==> src/rtl/pt32_walker.sv <==
module pt32_walker (
  input  logic        clk,
  input  logic        rst_n,
  input  logic        req_valid,
  input  logic [31:0] req_vaddr,
  input  logic        req_write,
  input  logic        req_user,
  input  logic [31:0] cfg_root,
  input  logic        cfg_pse,
  input  logic [31:0] cfg_a20_mask,
  output logic        busy,
  output logic        mem_req,
  output logic        mem_we,
  output logic [31:0] mem_addr,
  output logic [31:0] mem_wdata,
  input  logic        mem_ack,
  input  logic [31:0] mem_rdata,
  output logic        result_valid,
  output logic        fault,
  output logic [3:0]  fault_code,
  output logic [39:0] phys_addr,
  output logic        big_page,
  output logic        rights_user,
  output logic        rights_write
);
  localparam int B_P   = 0;
  localparam int B_RW  = 1;
  localparam int B_US  = 2;
  localparam int B_ACC = 5;
  localparam int B_DRT = 6;
  localparam int B_PS  = 7;
  localparam int B_RSV = 21;

  typedef enum logic [2:0] {S_IDLE, S_RD_DIR, S_WB_DIR, S_RD_TBL, S_WB_LEAF, S_DONE} st_t;

  st_t         st;
  logic [31:0] va, dir_addr, leaf_addr, pde, leaf;
  logic        wr, usr;
  logic [31:0] tbl_addr, leaf_set;

  assign tbl_addr = ({pde[31:12], 12'h000} + {20'h0, va[21:12], 2'b00}) & cfg_a20_mask;
  assign leaf_set = leaf | (32'h1 << B_ACC) | (wr ? (32'h1 << B_DRT) : 32'h0);

  function automatic logic needs_wb(input logic [31:0] e, input logic w);
    return !e[B_ACC] || (w && !e[B_DRT]);
  endfunction

  assign busy         = (st != S_IDLE);
  assign result_valid = (st == S_DONE);
  assign mem_req      = (st == S_RD_DIR) || (st == S_WB_DIR) || (st == S_RD_TBL) || (st == S_WB_LEAF);
  assign mem_we       = (st == S_WB_DIR) || (st == S_WB_LEAF);
  assign mem_addr     = (st == S_RD_TBL) ? tbl_addr : (st == S_WB_LEAF) ? leaf_addr : dir_addr;
  assign mem_wdata    = (st == S_WB_DIR) ? (pde | (32'h1 << B_ACC)) : leaf_set;
  assign phys_addr    = big_page ? {leaf[20:13], leaf[31:22], va[21:0]}
                                 : {8'h00, leaf[31:12], va[11:0]};

  always_ff @(posedge clk) begin
    if (!rst_n) begin
      st <= S_IDLE;
      va <= '0; dir_addr <= '0; leaf_addr <= '0; pde <= '0; leaf <= '0;
      wr <= 1'b0; usr <= 1'b0;
      fault <= 1'b0; fault_code <= '0; big_page <= 1'b0;
      rights_user <= 1'b0; rights_write <= 1'b0;
    end else begin
      case (st)
        S_IDLE: if (req_valid) begin
          va       <= req_vaddr;
          wr       <= req_write;
          usr      <= req_user;
          dir_addr <= ({cfg_root[31:12], 12'h000} + {20'h0, req_vaddr[31:22], 2'b00}) & cfg_a20_mask;
          fault    <= 1'b0;
          fault_code <= '0;
          big_page <= 1'b0;
          st       <= S_RD_DIR;
        end
        S_RD_DIR: if (mem_ack) begin
          pde <= mem_rdata;
          rights_user  <= mem_rdata[B_US];
          rights_write <= mem_rdata[B_RW];
          if (!mem_rdata[B_P]) begin
            fault <= 1'b1;
            fault_code <= {1'b0, usr, wr, 1'b0};
            st <= S_DONE;
          end else if (mem_rdata[B_PS] && cfg_pse) begin
            big_page  <= 1'b1;
            leaf      <= mem_rdata;
            leaf_addr <= dir_addr;
            if (mem_rdata[B_RSV]) begin
              fault <= 1'b1;
              fault_code <= {1'b1, usr, wr, 1'b1};
              st <= S_DONE;
            end else begin
              st <= needs_wb(mem_rdata, wr) ? S_WB_LEAF : S_DONE;
            end
          end else begin
            st <= mem_rdata[B_ACC] ? S_RD_TBL : S_WB_DIR;
          end
        end
        S_WB_DIR: if (mem_ack) begin
          pde <= pde | (32'h1 << B_ACC);
          st  <= S_RD_TBL;
        end
        S_RD_TBL: if (mem_ack) begin
          if (!mem_rdata[B_P]) begin
            fault <= 1'b1;
            fault_code <= {1'b0, usr, wr, 1'b0};
            st <= S_DONE;
          end else begin
            leaf         <= mem_rdata;
            leaf_addr    <= tbl_addr;
            rights_user  <= rights_user & mem_rdata[B_US];
            rights_write <= rights_write & mem_rdata[B_RW];
            st <= needs_wb(mem_rdata, wr) ? S_WB_LEAF : S_DONE;
          end
        end
        S_WB_LEAF: if (mem_ack) begin
          leaf <= leaf_set;
          st   <= S_DONE;
        end
        S_DONE: st <= S_IDLE;
        default: st <= S_IDLE;
      endcase
    end
  end

  a_r10_hold: assert property (@(posedge clk) disable iff (!rst_n)
    mem_req && !mem_ack |=> mem_req && $stable(mem_addr) && $stable(mem_we) && $stable(mem_wdata));
  a_r10_pulse: assert property (@(posedge clk) disable iff (!rst_n)
    result_valid |=> !result_valid);
  a_r10_idle_quiet: assert property (@(posedge clk) disable iff (!rst_n)
    !busy |-> !mem_req);
  a_r5_rsvd_big: assert property (@(posedge clk) disable iff (!rst_n)
    result_valid && fault_code[3] |-> big_page && fault_code[0] && fault);
  a_r6_np_noprot: assert property (@(posedge clk) disable iff (!rst_n)
    result_valid && fault && !fault_code[3] |-> !fault_code[0]);
  a_r9_wb_access: assert property (@(posedge clk) disable iff (!rst_n)
    mem_req && mem_we |-> mem_wdata[B_ACC]);
  a_r7_dirwb_small: assert property (@(posedge clk) disable iff (!rst_n)
    (st == S_WB_DIR) |-> !big_page);
endmodule

==> config.mk <==
export PLATFORM = sky130hd
export DESIGN_NAME = pt32_walker
export DESIGN_NICKNAME = d
export VERILOG_FILES = /design/src/rtl/pt32_walker.sv
export SDC_FILE = /design/constraint.sdc
export NUM_CORES = 1
export LEC_CHECK = 0
export ABC_AREA = 1
export BUFFER_PORTS_ARGS = -buffer_cell sky130_fd_sc_hd__buf_2
export CORE_ASPECT_RATIO = 1.4
export CORE_UTILIZATION = 40
export CTS_CLUSTER_DIAMETER = 50
export CTS_CLUSTER_SIZE = 16
export DETAILED_ROUTE_END_ITERATION = 12
export MAX_ROUTING_LAYER = met4
export PLACE_DENSITY = 0.71
export SLEW_MARGIN = 30
export SYNTH_ARGS = -nofsm -noshare
export SYNTH_HDL_FRONTEND = slang
export SYNTH_SLANG_ARGS = --single-unit
==> constraint.sdc <==
create_clock -name clk -period 1.7 [get_ports clk]
set_input_delay 0.17 -clock clk [delete_from_list [all_inputs] [get_ports clk]]
set_output_delay 0.17 -clock clk [all_outputs]
set_load 0.02 [all_outputs]
* Yosys cells after proc, flatten, opt, wreduce, memory -nomap -nowiden
Cells that the tools add are included.
** Storage, ports and cells
- Word-level logic and storage cells :: 121
- Flip-flop bits (word level) :: 162
** Operators by class
- Muxes and demuxes :: 61
- Bitwise operators :: 6
- Add/sub/neg operators :: 2
- Reductions and logical operators :: 23
- Equality and inequality tests :: 16
** Operator list (count)
- two-way mux 32 bit :: 15
- case mux 32 bit (2 select lines) :: 2
- case mux 32 bit (3 select lines) :: 1
- adder 32 x 12 -> 32 bit :: 2
- bitwise AND 32 bit :: 2
- two-way mux 40 bit :: 1
- bitwise OR 32 x 7 -> 32 bit :: 1
- two-way mux 4 bit :: 7
- two-way mux 3 bit :: 7
- two-way mux 1 bit :: 20
- inequality test 2 bit (second input constant) :: 8
- case mux 3 bit (5 select lines) :: 1
- AND reduction 7 bit :: 2
- case mux 4 bit (3 select lines) :: 1
- AND reduction 5 bit :: 2
- nonzero test 3 bit :: 3
- two-way mux 7 bit :: 1
- == test 3 x 2 -> 1 bit (second input constant) :: 2
- == test 3 bit (second input constant) :: 2
- two-way mux 6 bit :: 1
- case mux 1 bit (2 select lines) :: 3
- AND reduction 6 bit :: 1
- logical OR 1 bit :: 5
- AND reduction 4 bit :: 1
- other kinds (13) :: 17

* Depth between registers and ports, before layout
Gate-level depths: netlist of run 1.
- Depth in word-level cells :: 9
- Depth in mapped cells :: 11

* Worst setup path before layout of run 1
Ideal clock, no wire load.
- Path kind :: register -> output
- Start :: register big_page
- End :: output phys_addr[21]
- Data required time :: 1530 ps
- Stages on the path, launching flop included :: 5
- Buffers on the path :: 2
- Data arrival time :: 1477 ps
- Path slack :: 53 ps
- Path through :: dfxtp_1 clkbuf_1 inv_1 clkbuf_1 o21ai_0
** Between the ends
- Word-level cells in the longest chain between the ends :: 1
** RTL lines
- start, declared :: line 22 : output logic big_page,
- start signal, assigned :: line 62 : fault <= 1'b0; fault_code <= '0; big_page <= 1'b0;
- start signal, assigned :: line 73 : big_page <= 1'b0;
- start signal, assigned :: line 85 : big_page <= 1'b1;
- two-way mux 40 bit :: line 54 : assign phys_addr = big_page ? {leaf[20:13], leaf[31:22], va[21:0]}
- end, declared :: line 21 : output logic [39:0] phys_addr,
Every way passes these cells.

* Final worst setup path of run 1
- Start :: register st[1]
- End :: output mem_addr[24]
** Between the ends
- Word-level cells in the longest chain between the ends :: 3
- Elaborated cells on any way between the ends :: 4
- Classes of those cells :: 2 x eq/ne; 2 x mux
** RTL lines
- start, declared :: line 36 : st_t st;
- start signal, assigned :: line 93 : st <= needs_wb(mem_rdata, wr) ? S_WB_LEAF : S_DONE;
- start signal, assigned :: line 96 : st <= mem_rdata[B_ACC] ? S_RD_TBL : S_WB_DIR;
- start signal, assigned :: line 113 : st <= needs_wb(mem_rdata, wr) ? S_WB_LEAF : S_DONE;
- == test 3 bit :: line 52 : assign mem_addr = (st == S_RD_TBL) ? tbl_addr : (st == S_WB_LEAF) ? leaf_addr : dir_addr;
- two-way mux 32 bit :: line 52
- two-way mux 32 bit (*) :: line 52
- end, declared :: line 14 : output logic [31:0] mem_addr,
Mark *: on every way between the ends. The rest lies on a longest branch, timed or not.

==> flow_metrics.tcl, run 1 <==
set metrics [dict create \
    outcome "finished with violations" \
    violations "negative setup slack" \
    cts_buffer_depth 2 \
    design_area_um2 11620 \
    rsz0062_at_grt "true" \
    nFillCells 1418 \
    routed_wirelength_mm 28.70 \
    syn2layout_area_growth_pct 60.11 \
    via_per_inst 5.363 \
    combPwrFrac 0.362 \
    finalHoldViolCount 0 \
    seq_area_um2 3134 \
    switching_share 0.3584 \
    cp-start-kind "flip-flop" \
    final_cell_mix "buf_2 (170), dfxtp_1 (153), nand2_1 (139)" \
    vias 8302 \
    max-vdd-ir-drop_uv 610.9 \
    worstPathRequired_ns 1.53 \
    crit_type "flip-flop to output port" \
    min_path_cells 3 \
    slew_violations 0 \
    first_global_vias 7838 \
    synth_cell_types 22 \
    place_inst 1450 \
    slowest_delay_ns 0.40 \
    layout.cells.most_common "buf_2" \
    clock_power_share 0.282 \
    fin_cells 1548 \
    clock-sinks 156 \
    htree_levels 4 \
    max_freq_mhz 532.2 \
    cts_tree "built" \
    cts_root_buf "clkbuf_16" \
    avgSynthCellArea_um2 6.932 \
    arrival_ns 1.71 \
    io_buffers 233 \
    fin_crit_sh 1.105 \
    die_h_um 161.4 \
    fin_skew_ns 0.008114 \
    critPathMostFrequentCell "buf_6" \
    die_area_um2 18700 \
    dpl-instance-area_um2 8630 \
    drive_gt1_frac 0.3957 \
    multiInputGateArea_um2 4118 \
    clkSlewWorstSetupHoldPaths_ns 0.06 \
    setup_ws_ns -0.1790 \
    r2r_cells 11 \
    syn_area_um2 7258 \
    grt_pass1_wl_mm 40.25 \
    ys_warn_count 0 \
    p_leak_nw 5.207 \
    maxCapViolations 0 \
    seq_area_frac_synth 0.4303 \
    drt-initial-drc-count 609 \
    internal-power_mw 8.341 \
    crit_path_end_kind "output port" \
    critPathMaxFanout 6 \
    p_sw_mw 4.659 \
    numCtsBuffers 17 \
    place_congestion 0.9086 \
    ant_nets 0 \
    fin_crit_ns 1.879 \
    place_hpwl_mm 15.84 \
    grt_usage 0.2885 \
    powerDensity_nw_per_um2 1119 \
    coreArea_um2 17540 \
    cpMaxStageDelayCell "dfxtp_4" \
    fin_nets 1432 \
    routedWlPerCell_um 18.54 \
    route.detailed.drc 0 \
    die_w_um 115.8 \
    power_frac_seq 0.355 \
    clk_latency_ns 0.42 \
    grt.overflow.total 0 \
    synth-seq-cells 156 \
    path_cells "nand2_4 > nor2_4 > buf_6 > inv_8 > clkbuf_16 > nand3_1 > nand3_2 > buf_6" \
    final_core_util 0.6624 \
    setup_viol 87 \
    io_pins 251 \
    rows 57 \
    initial_core_util 0.4137 \
    grt_max_degree 91 \
    whs_ns 0.01874 \
    hp-class "primary input to flip-flop" \
    synth_cells 1047 \
    dr.pass1.iters 6 \
    antenna_found_initial 2 \
]
==> layer usage <==
layer / wire length [um] / vias to the layer above / global-route usage / part of all wire
met3: 1517 / 85 / 0.04428 / 0.053
met1: 10860 / 3921 / 0.3307 / 0.38
li1: - / 3943 / - / -
met2: 14970 / 353 / 0.4732 / 0.52
met4: 1355 / 0 / 0.1661 / 0.047
met5: 0 / - / - / 0
==> layout make-up <==
cell class / instances / area share
Antenna cell: 3 / 0.0006460
Clock buffer: 21 / 0.04048
Clock inverter: 10 / 0.007860
Inverter: 111 / 0.03801
Multi-Input combinational cell: 682 / 0.3543
Sequential cell: 156 / 0.2697
Tap cell: 236 / 0.02541
Timing Repair Buffer: 328 / 0.2630
Timing Repair inverter: 1 / 0.0005383
==> synth_stat cells, drive strengths merged <==
master	number	area share
nand3	100	0.069
clkinv	2	0.0010
nor3	1	0.00069
o21ai	165	0.11
nand4	1	0.00086
buf	51	0.046
inv	109	0.056
clkbuf	48	0.025
a21oi	125	0.086
a211oi	30	0.031
nand2	171	0.089
a31oi	1	0.00086
a21boi	1	0.0010
dfxtp	156	0.43
conb	2	0.0010
nor2	84	0.048
==> cell families (layout without fill, tap and decap cells) <==
logic type | count (synthesis) | after routing | share of synthesized area
compound gates | 322 | 322 | 0.2329
buf+inv | 210 | 471 | 0.1286
flops | 156 | 156 | 0.4303
simple gates | 357 | 357 | 0.2072
other cells | 2 | 6 | 0.001035
==> critical path: cells and delay by family (launching register included) <==
kind	cells	cell delay, ns
AND/OR/NAND/NOR	4	0.37
buffers and inverters	4	0.53
flip-flops	1	0.40
==> power by group through the flow <==
stage / Combinational [mW] / Sequential, mW / Clock [mW]
detailed placement: 3.32 / 4.60 / 0
global route: 5.04 / 4.67 / 3.87
finish: 4.71 / 4.62 / 3.67
floorplan: 2.24 / 4.53 / 0
global placement: 3.27 / 4.58 / 0
CTS: 4.03 / 4.55 / 3.71
==> path summary, 6_finish.rpt <==
kind | startpoint | end | slack [ns]
worst min-delay path | mem_rdata[23] | leaf[23] | 0.02
worst min register to register | va[9] | va[9] | 0.44
worst max-delay path | st[1] | mem_addr[24] | -0.18
worst max register to register | st[2] | leaf[17] | -0.08
==> flip-flops by register name, indices dropped and copies added, names as in the netlist <==
signal	flops
usr	1
leaf_addr	30
wr	1
pde	31
rights_user	1
big_page	1
fault_code	3
rights_write	1
leaf	31
dir_addr	30
st	3
fault	1
va	22
==> stage by stage <==
step	setup slack [ns]	power (mW)	TNS, ns
after floorplan	0.05285	6.772	0
after global placement	0.06326	7.855	0
after detailed placement	0.03762	7.915	0
after CTS	-0.1545	12.29	-6.626
after global routing	-0.2263	13.58	-13.89
final	-0.1790	13.00	-8.219
==> timing repair <==
item,4_1_cts,5_1_grt
pin swaps,16,15
setup buffers,12,13
cloned,11,17
resized for setup,279,163
hold endpoints to repair,12,0
hold buffers,12,0
endpoints found under the setup margin,65,142
Note: power is estimated with default switching activity, not from simulation.
==> run 2: changes to the inputs <==
- ABC_AREA: 1 -> default
- PLACE_DENSITY: 0.71 -> 0.72
==> run 2 against run 1 <==
  * Critical path type unchanged
  * Worst hold slack worse by 0.0037 ns
  * Utilization down 7.8 points
  * Non-clock buffer count increased by 24
  * Maximum frequency is 9.4% lower
  * Combinational power down 70%
  * The run still ends with negative setup slack left
  * Clock skew about the same
  * Cell count is 9.8% lower
  * Synthesized cell count is 17% lower
  * Critical path depth down 2
  * Largest cell class unchanged
  * Setup slack lost 0.19 ns
  * Synthesized area is 3.0% lower
  * Clock power is 8.4% higher
==> flow_metrics.tcl, run 2 <==
set metrics [dict create \
    outcome "finished with violations" \
    violations "negative setup slack" \
    crit_type "flip-flop to output port" \
    seq_area_frac_synth 0.4435 \
    finalHoldViolCount 0 \
    hp-class "primary input to flip-flop" \
    synth_top_area_share 0.4435 \
    grt_pass1_wl_mm 36.60 \
    ys_warn_count 0 \
    initial_core_util 0.4080 \
    numCtsBuffers 17 \
    setup_ws_ns -0.3729 \
    via_per_inst 5.326 \
    syn2layout_area_growth_pct 43.16 \
    synth_cell_types 36 \
    clock-sinks 156 \
    fin_crit_sh 1.219 \
    synthTopCellsByArea "dfxtp_1 (44%), nand2_1 (11%), a21oi_1 (8.8%)" \
    grt.overflow.total 0 \
    fin_total_pwr_mw 9.317 \
    cts_buffer_depth 2 \
    cts_root_buf "clkbuf_16" \
    grt_usage 0.2662 \
    setup_viol 62 \
    synth-edff-count 0 \
    nFillCells 1550 \
    coreArea_um2 17260 \
    synth-seq-cells 156 \
    yosys-top-cells-count "nand2_1 (208), dfxtp_1 (156), a21oi_1 (124)" \
    die_area_um2 18150 \
    htree_levels 4 \
    route.detailed.drc 0 \
    antenna_found_initial 0 \
    antenna_cells 0 \
    die_h_um 159.0 \
    critPathMaxFanout 10 \
    first_global_vias 7142 \
    max_freq_mhz 482.4 \
    routedWlPerCell_um 17.08 \
    clk_latency_ns 0.42 \
    p_leak_nw 4.400 \
    synth_area_leader_cell "dfxtp_1" \
    seq_area_um2 3131 \
    rsz0062_at_grt "true" \
    multiInputGateArea_um2 3482 \
    clkSlewWorstSetupHoldPaths_ns 0.06 \
    powerDensity_nw_per_um2 924.2 \
    min_path_cells 3 \
    maxCapViolations 0 \
    fin_crit_ns 2.073 \
    dr.pass1.iters 7 \
    io_buffers 233 \
    routed_wirelength_mm 23.84 \
    synth.most_common_cell "nand2_1" \
    die_w_um 114.1 \
    max-vdd-ir-drop_uv 551.4 \
    final_cell_mix "buf_2 (212), nand2_1 (207), dfxtp_1 (152)" \
    synth_cells 873 \
    rows 57 \
    place_congestion 0.8601 \
    place_hpwl_mm 15.40 \
    layout.cells.most_common "buf_2" \
    ant_nets 0 \
    drt-initial-drc-count 509 \
    syn_area_um2 7042 \
    worstPathRequired_ns 1.53 \
    arrival_ns 1.90 \
    slew_violations 0 \
    cts_tree "built" \
    fin_setup_tns_ns -20.76 \
    vias 7435 \
    r2r_cells 7 \
    drive_gt1_frac 0.3267 \
    avgSynthCellArea_um2 8.066 \
    synthArstFlopShare 0 \
    io_pins 251 \
    crit_path_end_kind "output port" \
    fin_skew_ns 0.007891 \
    synth_ff_type "dfxtp_1" \
    cp-start-kind "flip-flop" \
    fin_nets 1282 \
    grt_max_degree 72 \
    top_regs "leaf (31), pde (31)" \
]
[run 2: changes by cell type in the layout (fill, tap and decap cells not counted), sizes merged, moves of 41 or more]
| cell | delta |
|---|---|
| nor2 | -45 |
| mux2 | +41 |
| o21ai | -156 |
| inv | -106 |
| nand3 | -66 |
| dlygate4sd3 | +51 |
[run 2: per-stage QoR]
step	util	instance area [um^2]	worst slack [ns]	hold slack [ns]	instances
3_5_place_dp	0.4909	8472	-0.01682	0.4168	1287
5_1_grt	0.5841	10080	-0.4519	0.006306	1396
3_3_place_gp	0.4909	8472	0.02168	0.4101	1287
6_report	0.5841	10080	-0.3729	0.01506	1396
4_1_cts	0.5734	9897	-0.3734	0.0001646	1387
2_1_floorplan	-	7046	0.02948	0.3012	874
[run 2: report_power, final]
group	total [mW]	switching, mW	internal, mW	leakage [nW]
logic	1.41	0.779	0.634	2.83
clock network	3.98	1.58	2.40	0.297
registers	3.92	0.114	3.81	1.27
[run 2: worst max-delay path, stage by stage (launching register included)]
cell and delay (ns):
dfxtp_2 0.34, buf_6 0.12, nor3b_4 0.23, buf_6 0.15, buf_12 0.14, mux2_2 0.34, buf_4 0.16
[run 2: metal layers]
layer | vias up | GRT usage | wire [um]
met5 | - | - | 0
met4 | 0 | 0.1523 | 1083
met3 | 72 | 0.04378 | 1362
met2 | 304 | 0.4264 | 11670
met1 | 3492 | 0.3133 | 9728
li1 | 3567 | - | -
[run 2: layout make-up]
type / instances / area share
clock buffers: 20 / 0.04530
multi-input cells: 618 / 0.3454
inverters: 2 / 0.0009929
flip-flops and latches: 156 / 0.3105
clock inverters: 12 / 0.01614
well taps: 236 / 0.02929
repair buffers: 352 / 0.2523
[run 2: what timing repair did]
item                                    CTS  global route
endpoints found under the setup margin   89           147
hold endpoints to repair                 81             0
pin swaps                                 3             2
buffers inserted                          5             6
cloned                                    0             3
hold buffers                             63             0
resized for setup                        45            35
[run 2: cell families (layout without fill, tap and decap cells)]
group	after synthesis	after routing	synth area share
multiplexers	43	43	0.06841
flip-flops	156	156	0.4435
AND/OR/NAND/NOR	370	370	0.2333
buffers and inverters	100	386	0.07445
AO/OA/AOI/OAI	202	202	0.1793
other	2	3	0.001066
[run 2: worst paths after layout]
kind | slack, ns | to | startpoint
hold / removal | 0.02 | dir_addr[26] | cfg_root[26]
setup / recovery | -0.37 | mem_wdata[20] | st[0]
hold reg to reg | 0.45 | pde[8] | pde[8]
setup reg to reg | 0.04 | leaf[26] | st[1]
